==> config.mk <==
export PLATFORM = sky130hd
export DESIGN_NAME = atomic_resv_monitor
export DESIGN_NICKNAME = d
export VERILOG_FILES = /design/src/rtl/resv_monitor_pkg.sv /design/src/rtl/resv_datapath.sv /design/src/rtl/resv_control.sv /design/src/rtl/atomic_resv_monitor.sv
export SDC_FILE = /design/constraint.sdc
export NUM_CORES = 1
export LEC_CHECK = 0
export BUFFER_PORTS_ARGS = -buffer_cell sky130_fd_sc_hd__buf_2
export CORE_AREA = 2 2 186 188
export DETAILED_ROUTE_END_ITERATION = 7
export DIE_AREA = 0 0 188 190
export GPL_ROUTABILITY_DRIVEN = 0
export PLACE_DENSITY = 0.62
export SLEW_MARGIN = 20
export SYNTH_ARGS = -nofsm -noshare
export SYNTH_HDL_FRONTEND = slang
export SYNTH_SLANG_ARGS = --single-unit
==> constraint.sdc <==
create_clock -name clk -period 2.1 [get_ports clk]
set_clock_uncertainty 0.15 [all_clocks]
set_input_delay 0.315 -clock clk [delete_from_list [all_inputs] [get_ports clk]]
set_output_delay 0.315 -clock clk [all_outputs]
set_load 0.005 [all_outputs]
==> src/rtl/resv_monitor_pkg.sv <==
package resv_monitor_pkg;

  typedef enum logic [1:0] {
    OP_LL   = 2'b00,
    OP_SC   = 2'b01,
    OP_CAS  = 2'b10,
    OP_NONE = 2'b11
  } atomOp_e;

  typedef enum logic [1:0] {
    RES_OK     = 2'b00,
    RES_WEAK   = 2'b01,
    RES_STRONG = 2'b10,
    RES_NORESV = 2'b11
  } atomRes_e;

  // strobes from control to datapath
  typedef struct packed {
    logic captureReq;
    logic setResv;
    logic clearResv;
    logic rspDataSel;
  } dpCtrl_t;

  // status from datapath to control
  typedef struct packed {
    logic resvValid;
    logic resvBroken;
    logic capLineHit;
    logic casEqual;
  } dpStat_t;

endpackage

==> src/rtl/resv_datapath.sv <==
module resv_datapath
  import resv_monitor_pkg::*;
#(
  parameter int ADDR_W     = 32,
  parameter int DATA_W     = 64,
  parameter int PRIO_W     = 3,
  parameter int LINE_BYTES = 64
) (
  input  logic              clk,
  input  logic              rstN,
  input  dpCtrl_t           ctrl,
  output dpStat_t           stat,
  input  logic [PRIO_W-1:0] myPrio,
  input  logic [ADDR_W-1:0] reqAddr,
  input  logic [DATA_W-1:0] reqCmpData,
  input  logic [DATA_W-1:0] reqWrData,
  input  logic              grantExcl,
  input  logic [DATA_W-1:0] grantData,
  input  logic              snpValid,
  input  logic [ADDR_W-1:0] snpAddr,
  input  logic [PRIO_W-1:0] snpPrio,
  output logic [ADDR_W-1:0] fetchAddr,
  output logic [ADDR_W-1:0] storeAddr,
  output logic [DATA_W-1:0] storeData,
  output logic [DATA_W-1:0] rspData,
  output logic              snpRspValid,
  output logic              snpRspExcl,
  output logic              orderStrict
);

  localparam int OFFS_W = $clog2(LINE_BYTES);
  localparam int LINE_W = ADDR_W - OFFS_W;

  logic [ADDR_W-1:0] capAddr;
  logic [DATA_W-1:0] capCmp;
  logic [DATA_W-1:0] capWr;
  logic [LINE_W-1:0] resvLine;
  logic              resvValid;
  logic              resvBroken;
  logic              snpRspValidQ;
  logic              snpRspExclQ;

  logic [LINE_W-1:0] capLine;
  logic [LINE_W-1:0] snpLine;
  logic              snpHit;
  logic              snpWins;

  assign capLine = capAddr[ADDR_W-1:OFFS_W];
  assign snpLine = snpAddr[ADDR_W-1:OFFS_W];
  assign snpHit  = snpValid && resvValid && !resvBroken && (snpLine == resvLine);
  assign snpWins = snpPrio > myPrio;

  // request capture
  always_ff @(posedge clk or negedge rstN) begin
    if (!rstN) begin
      capAddr <= '0;
      capCmp  <= '0;
      capWr   <= '0;
    end else if (ctrl.captureReq) begin
      capAddr <= reqAddr;
      capCmp  <= reqCmpData;
      capWr   <= reqWrData;
    end
  end

  // reservation state: clear beats set beats snoop break
  always_ff @(posedge clk or negedge rstN) begin
    if (!rstN) begin
      resvValid  <= 1'b0;
      resvBroken <= 1'b0;
      resvLine   <= '0;
    end else if (ctrl.clearResv) begin
      resvValid  <= 1'b0;
      resvBroken <= 1'b0;
    end else if (ctrl.setResv) begin
      resvValid  <= 1'b1;
      resvBroken <= !grantExcl;
      resvLine   <= capLine;
    end else if (snpHit && snpWins) begin
      resvBroken <= 1'b1;
    end
  end

  // snoop response, one cycle after the snoop
  always_ff @(posedge clk or negedge rstN) begin
    if (!rstN) begin
      snpRspValidQ <= 1'b0;
      snpRspExclQ  <= 1'b0;
    end else begin
      snpRspValidQ <= snpValid;
      snpRspExclQ  <= snpValid && (!snpHit || snpWins);
    end
  end

  assign stat.resvValid  = resvValid;
  assign stat.resvBroken = resvBroken;
  assign stat.capLineHit = resvLine == capLine;
  assign stat.casEqual   = grantData == capCmp;

  assign fetchAddr   = {capLine, {OFFS_W{1'b0}}};
  assign storeAddr   = capAddr;
  assign storeData   = capWr;
  assign rspData     = ctrl.rspDataSel ? grantData : '0;
  assign snpRspValid = snpRspValidQ;
  assign snpRspExcl  = snpRspExclQ;
  assign orderStrict = resvValid;

endmodule

==> src/rtl/resv_control.sv <==
module resv_control
  import resv_monitor_pkg::*;
(
  input  logic       clk,
  input  logic       rstN,
  input  logic       reqValid,
  input  logic [1:0] reqOp,
  output logic       reqReady,
  output logic       fetchValid,
  input  logic       fetchReady,
  input  logic       grantValid,
  input  logic       grantExcl,
  input  dpStat_t    stat,
  output dpCtrl_t    ctrl,
  output logic       rspValid,
  output logic [1:0] rspCode,
  output logic       storeValid
);

  typedef enum logic [2:0] {
    ST_IDLE,
    ST_FETCH,
    ST_WAIT,
    ST_SCEVAL,
    ST_NOOP
  } ctlState_e;

  ctlState_e state, stateNext;
  atomOp_e   opQ;
  atomRes_e  code;

  always_ff @(posedge clk or negedge rstN) begin
    if (!rstN) begin
      state <= ST_IDLE;
      opQ   <= OP_NONE;
    end else begin
      state <= stateNext;
      if (ctrl.captureReq) opQ <= atomOp_e'(reqOp);
    end
  end

  always_comb begin
    stateNext  = state;
    ctrl       = '0;
    reqReady   = 1'b0;
    fetchValid = 1'b0;
    rspValid   = 1'b0;
    storeValid = 1'b0;
    code       = RES_OK;
    unique case (state)
      ST_IDLE: begin
        reqReady        = 1'b1;
        ctrl.captureReq = reqValid;
        if (reqValid) begin
          unique case (atomOp_e'(reqOp))
            OP_LL, OP_CAS: stateNext = ST_FETCH;
            OP_SC:         stateNext = ST_SCEVAL;
            default:       stateNext = ST_NOOP;
          endcase
        end
      end
      ST_FETCH: begin
        fetchValid = 1'b1;
        if (fetchReady) stateNext = ST_WAIT;
      end
      ST_WAIT: begin
        if (grantValid) begin
          rspValid        = 1'b1;
          ctrl.rspDataSel = 1'b1;
          stateNext       = ST_IDLE;
          if (opQ == OP_LL) begin
            ctrl.setResv = 1'b1;
            code         = RES_OK;
          end else begin
            ctrl.clearResv = 1'b1;
            if (!grantExcl)         code = RES_WEAK;
            else if (stat.casEqual) code = RES_OK;
            else                    code = RES_STRONG;
            storeValid = grantExcl && stat.casEqual;
          end
        end
      end
      ST_SCEVAL: begin
        rspValid       = 1'b1;
        ctrl.clearResv = 1'b1;
        stateNext      = ST_IDLE;
        if (!stat.resvValid || !stat.capLineHit) code = RES_NORESV;
        else if (stat.resvBroken)               code = RES_WEAK;
        else begin
          code       = RES_OK;
          storeValid = 1'b1;
        end
      end
      default: begin
        rspValid  = 1'b1;
        code      = RES_NORESV;
        stateNext = ST_IDLE;
      end
    endcase
  end

  assign rspCode = code;

endmodule

==> src/rtl/atomic_resv_monitor.sv <==
module atomic_resv_monitor
  import resv_monitor_pkg::*;
#(
  parameter int ADDR_W     = 32,
  parameter int DATA_W     = 64,
  parameter int PRIO_W     = 3,
  parameter int LINE_BYTES = 64
) (
  input  logic              clk,
  input  logic              rstN,
  input  logic [PRIO_W-1:0] myPrio,
  input  logic              reqValid,
  output logic              reqReady,
  input  logic [1:0]        reqOp,
  input  logic [ADDR_W-1:0] reqAddr,
  input  logic [DATA_W-1:0] reqCmpData,
  input  logic [DATA_W-1:0] reqWrData,
  output logic              rspValid,
  output logic [1:0]        rspCode,
  output logic [DATA_W-1:0] rspData,
  output logic              fetchValid,
  input  logic              fetchReady,
  output logic [ADDR_W-1:0] fetchAddr,
  output logic              fetchExcl,
  input  logic              grantValid,
  input  logic              grantExcl,
  input  logic [DATA_W-1:0] grantData,
  output logic              storeValid,
  output logic [ADDR_W-1:0] storeAddr,
  output logic [DATA_W-1:0] storeData,
  input  logic              snpValid,
  output logic              snpReady,
  input  logic [ADDR_W-1:0] snpAddr,
  input  logic [PRIO_W-1:0] snpPrio,
  output logic              snpRspValid,
  output logic              snpRspExcl,
  output logic              orderStrict
);

  dpCtrl_t ctrl;
  dpStat_t stat;

  resv_control u_ctl (
    .clk        (clk),
    .rstN       (rstN),
    .reqValid   (reqValid),
    .reqOp      (reqOp),
    .reqReady   (reqReady),
    .fetchValid (fetchValid),
    .fetchReady (fetchReady),
    .grantValid (grantValid),
    .grantExcl  (grantExcl),
    .stat       (stat),
    .ctrl       (ctrl),
    .rspValid   (rspValid),
    .rspCode    (rspCode),
    .storeValid (storeValid)
  );

  resv_datapath #(
    .ADDR_W     (ADDR_W),
    .DATA_W     (DATA_W),
    .PRIO_W     (PRIO_W),
    .LINE_BYTES (LINE_BYTES)
  ) u_dp (
    .clk         (clk),
    .rstN        (rstN),
    .ctrl        (ctrl),
    .stat        (stat),
    .myPrio      (myPrio),
    .reqAddr     (reqAddr),
    .reqCmpData  (reqCmpData),
    .reqWrData   (reqWrData),
    .grantExcl   (grantExcl),
    .grantData   (grantData),
    .snpValid    (snpValid),
    .snpAddr     (snpAddr),
    .snpPrio     (snpPrio),
    .fetchAddr   (fetchAddr),
    .storeAddr   (storeAddr),
    .storeData   (storeData),
    .rspData     (rspData),
    .snpRspValid (snpRspValid),
    .snpRspExcl  (snpRspExcl),
    .orderStrict (orderStrict)
  );

  assign fetchExcl = 1'b1;
  assign snpReady  = 1'b1;

endmodule

### Word level (Yosys, flattened, before mapping)

Index checks and enable logic that the tools add are counted.

| word-level totals | value |
|---|---|
| input port bits | 271 |
| output and inout bits | 203 |
| logic and storage cells | 79 |
| register bits after elaboration | 195 |

| operators by class | value |
|---|---|
| order comparisons | 1 |
| muxes and demuxes | 34 |
| bitwise logic cells | 1 |
| equality and inequality tests | 11 |
| reduce and logical (&&, ||, !) cells | 22 |

Operator list:

| operator | number |
|---|---|
| $eq 64x64->1 | 1 |
| $mux 64 | 1 |
| $eq 26x26->1 | 2 |
| $mux 1 | 18 |
| $mux 3 | 4 |
| $mux 2 | 5 |
| $pmux 3 s3 | 1 |
| $eq 3x2->1 const B | 2 |
| $logic_and 1x1->1 | 6 |
| $ne 2x2->1 const B | 3 |
| $pmux 1 s2 | 3 |
| $pmux 2 s3 | 1 |
| $pmux 3 s2 | 1 |
| $logic_not 1->1 | 5 |
| $logic_not 2->1 | 2 |
| $reduce_or 2->1 | 2 |
| $eq 3x1->1 const B | 1 |
| $gt 3x3->1 | 1 |
| $logic_not 3->1 | 1 |
| $reduce_and 3->1 | 1 |
| $reduce_bool 3->1 | 1 |
| $eq 2x1->1 const B | 1 |
| $eq 2x2->1 const B | 1 |
| $logic_or 1x1->1 | 2 |
| other kinds (3) | 3 |

### Logic depth before layout (Yosys ltp)

| depth | value |
|---|---|
| depth after elaboration | 7 |
| gate-level depth with buffers | 7 |
| gate-level depth less buffers | 7 |

### By module

From an unflattened synthesis, not the netlist that was laid out.

| unflattened totals | value |
|---|---|
| cell total of the unflattened synthesis | 723 |
| area, all modules | 9436.6 um^2 |

Modules (own cells, without submodules):

| module | seq. area each (um^2) | area an instance (um^2) | times used | cells each |
|---|---|---|---|---|
| resv_datapath | 4754.6 | 9032.4 | 1 | 678 |
| resv_control | 127.6 | 385.4 | 1 | 42 |
| atomic_resv_monitor | 0.0 | 18.8 | 1 | 3 |

### Least setup slack after synthesis

No wires, ideal clock.

| timing path | value |
|---|---|
| path type | reg2out |
| from | reg u_dp.capAddr[14], in the netlist u_dp.storeAddr[14] |
| to | out rspCode[0] |
| stages on the path, launching flop included | 6 |
| path slack | 203 ps |
| arrival time | 1432 ps |
| cells stage by stage | dfrtp_1 > xnor2_1 > nand4_1 > nor4_1 > nand3_1 > a211o_1 |

| on the way | value |
|---|---|
| word-level cells in the longest chain between the ends | 5 |

RTL lines:

| what | line | text |
|---|---|---|
| start: declaration | resv_datapath.sv:34 | `logic [ADDR_W-1:0] capAddr;` |
| start signal: assignment | resv_datapath.sv:60 | `capAddr <= reqAddr;` |
| $eq 26x26->1 | resv_datapath.sv:97 | `assign stat.capLineHit = resvLine == capLine;` |
| $logic_not 1->1 | resv_control.sv:87 | `if (!stat.resvValid \|\| !stat.capLineHit) code = RES_NORESV;` |
| $logic_or 1x1->1 | resv_control.sv:87 |  |
| $mux 2 | resv_control.sv:87 |  |
| $pmux 2 s3 | resv_control.sv:50 | `unique case (state)` |
| end: declaration | atomic_resv_monitor.sv:19 | `output logic [1:0] rspCode,` |

No other way between the ends.

### Final worst setup path

| timing path | value |
|---|---|
| from | reg u_dp.capCmp[50] |
| to | out rspCode[1] |

| on the way | value |
|---|---|
| word-level cells in the longest chain between the ends | 6 |

RTL lines:

| what | line | text |
|---|---|---|
| start: declaration | resv_datapath.sv:35 | `logic [DATA_W-1:0] capCmp;` |
| start signal: assignment | resv_datapath.sv:61 | `capCmp <= reqCmpData;` |
| $eq 64x64->1 | resv_datapath.sv:98 | `assign stat.casEqual = grantData == capCmp;` |
| $mux 2 | resv_control.sv:77 | `else if (stat.casEqual) code = RES_OK;` |
| $mux 2 | resv_control.sv:76 | `if (!grantExcl) code = RES_WEAK;` |
| $mux 2 | resv_control.sv:71 | `if (opQ == OP_LL) begin` |
| $mux 2 | resv_control.sv:67 | `if (grantValid) begin` |
| $pmux 2 s3 | resv_control.sv:50 |  |

No other way between the ends.

==> impl_metrics.ini <==
[timing]
final.setup.tns_ns = -15.70
min_period_ns = 2.822
period_share_pct = 134.4
max_freq_ghz = 0.3544
rsz0062_at_grt = true
setup_slack_ns = -0.7219
final_max_slew_viol_count = 0
holdWs_ns = 0.04609
finalHoldViolCount = 0
setup_viol = 92

[worst_setup_path]
max_stage_delay_ns = 0.42
slowest_stage = dfrtp_1
critPathTopFamily = simple AND/OR/NAND/NOR gates
crit_path_frequent_cell = nand4_1
path_cells = xnor2_2, nand4_1, nor4_2, nand4_1, buf_4, a221o_1, buf_2
critPathArrivalTime_ns = 2.36
criticalPathCategory = register to output port
path_depth = 7
crit_required_ns = 1.63
r2r_cells = 9
cp_max_fo = 2
critPathLaunchType = register
critPathBufInv = 2
endpoint_kind = output port

[clock_network]
clkSinkCount = 195
clk_pin_slew_ns = 0.08
htreeDepth = 4
cts_tree = yes
clk_latency_ns = 0.44
cts_buffers = 17
clockRootBuffer = clkbuf_16
cts_buffer_depth = 2

[synth]
synth_top_area_cell = dfrtp_1
synth-seq-cells = 195
ys_warn_count = 0
synth_area_leaders = dfrtp_1 (49%), mux2_4 (14%), mux2_2 (12%), xnor2_1 (10%), and2_1 (4.3%)
synth_edf_count = 0
synthesis.area_um2 = 9762
syn_avg_cell_area_um2 = 13.60
ys_types = 36
ys_dominant_reg_cell = dfrtp_1
ys_seq_area_share_pct = 50.01
netlist.area_leader.share_pct = 49.47
synth_cells = 718
synthArstFlopShare_pct = 100.0

[route]
routed_wl_um = 35080
vias_per_cell = 4.405
vias = 8396
ant_nets = 0
drtIter0Drc = 227
drcViolationCount = 0
dr.pass1.iters = 4
wl_per_cell_um = 18.41

[place]
place_hpwl_um = 23250
place_area_um2 = 13170
portBuffers = 459
dp.cells = 1685

[pwr]
total_power_mw = 20.86
ir_worst_vdd_uv = 651.4
power_density_nw_per_um2 = 1263
p_leak_nw = 7.860

[die]
die_height_um = 190
core_region_area_um2 = 33950
dieWidth_um = 188
ioPinCount = 474
die_area_um2 = 35720
rows = 68
start_util_pct = 28.76

[cells_and_area]
n_fill_cell = 2951
final_cells = 1906
layout.nets = 1711
drive_above_1_share_pct = 61.86
area_growth_pct = 69.20
stdcell_area_um2 = 16520

[global_route]
grt_pass1_vias = 8932
antenna_found_initial = 2
grt_first_pass_wirelength_um = 50450
grtUsageTotal_pct = 18.63
grt_start_max_net_pins = 52
gr-total-overflow = 0

[min_path]
hold_depth = 3
hold_path_class = primary input to register

[run]
cap_violations = 0

[status]
status = complete, but fails checks
violations = negative setup slack
[synth_stat cells (6+ instances only)]
cell / n
nand2_1: 8
and2_1: 67
xnor2_1: 116
mux2_4: 88
dfrtp_1: 193
clkbuf_1: 7
buf_2: 10
mux2_2: 101
nand4_1: 30
buf_4: 35
buf_6: 10
nor4_1: 6
[registers in the layout, indices dropped and copies added (netlist names)]
signal	cells
u_dp.capCmp	64
u_dp.storeData	64
u_dp.storeAddr	32
u_dp.resvLine	26
u_ctl.state	3
u_ctl.opQ	2
u_dp.orderStrict	1
u_dp.resvBroken	1
u_dp.snpRspExcl	1
u_dp.snpRspValid	1
[stage by stage]
step,utilization (%),worst slack [ns]
3_3_place_gp,38.78,-0.6426
3_5_place_dp,38.78,-0.7023
6_report,48.65,-0.7219
2_1_floorplan,-,0.2031
5_1_grt,48.65,-0.8370
4_1_cts,47.86,-0.8150
[cell families after synthesis]
group | Yosys count | share of synthesized area [%]
multiplexers | 189 | 25.19
buffers and inverters | 67 | 4.819
AO/OA/AOI/OAI | 12 | 0.7948
XOR/XNOR | 116 | 10.41
flip-flops | 195 | 50.01
other | 2 | 0.07693
adder cells (fa/ha/maj) | 3 | 0.3846
AND/OR/NAND/NOR | 134 | 8.319
[worst paths after layout]
check | start | endpoint | slack (ns)
worst max-delay path | u_dp.capCmp[50]$_DFFE_PN0P_ | rspCode[1] | -0.72
worst min-delay path | fetchReady | u_ctl.state[0]$_DFFE_PN0P_ | 0.05
worst max register to register | u_ctl.state[1]$_DFFE_PN0P_ | u_dp.resvLine[7]$_DFFE_PN0P_ | -0.04
worst min register to register | u_dp.storeData[41]$_DFFE_PN0P_ | u_dp.storeData[41]$_DFFE_PN0P_ | 0.36
max in group asynchronous | rstN | u_dp.capCmp[28]$_DFFE_PN0P_ | 0.88
min in group asynchronous | rstN | u_dp.capCmp[27]$_DFFE_PN0P_ | 0.27
[power breakdown]
part | leakage, nW | internal [mW] | switching, mW
registers | 2.30 | 5.67 | 1.30
logic | 5.28 | 6.61 | 3.93
clock network | 0.280 | 1.70 | 1.66
[final cells by class]
class | instances | area, um2 | share of cell area (%)
Antenna cell | 1 | 2.502 | 0.01515
Sequential cell | 195 | 4883 | 29.57
Multi-Input combinational cell | 462 | 4731 | 28.64
Tap cell | 455 | 569.3 | 3.447
Clock buffer | 17 | 425.4 | 2.576
Clock inverter | 15 | 172.7 | 1.045
Inverter | 5 | 18.77 | 0.1136
Timing Repair Buffer | 756 | 5714 | 34.60
[worst register-to-register path, cell delays in order, from the launching register on]
cell and delay [ns]:
dfrtp_1 0.40, nor2b_4 0.14, and3b_2 0.21, buf_12 0.15, buf_12 0.13, buf_8 0.13
buf_6 0.13, nand2_8 0.10, clkbuf_16 0.18, mux2_4 0.30
[cell usage in the layout (no fill, tap or decap), types with 4 or more instances in the layout]
master and n:
o21ai_0 4, buf_4 101, clkbuf_16 21, buf_2 394
inv_8 4, inv_1 5, nand3_1 4, dfrtp_1 192
conb_1 8, mux2_2 94, nand4_1 30, xnor2_1 110
buf_12 19, nor4_2 4, buf_6 68, mux2_4 95
clkinvlp_4 4, dlygate4sd3_1 165, and2_4 64, nand2_1 8
nor2_1 5, xnor2_2 6
[metal layers]
layer	track usage [%]	share of wire, %	wire length (um)
met5	0	0.023	8
met3	4.261	5.7	1995
met4	7.601	3.0	1069
met2	32.25	51	17930
met1	22.34	40	14080
[timing repair]
item / 4_1_cts / 5_1_grt
endpoints found under the setup margin: 68 / 109
hold buffers: 165 / 0
resized for setup: 113 / 70
pin swaps: 63 / 16
cloned: 7 / 5
hold endpoints to repair: 209 / 0
setup buffers: 11 / 14
Power figures use the tool's default switching activity.
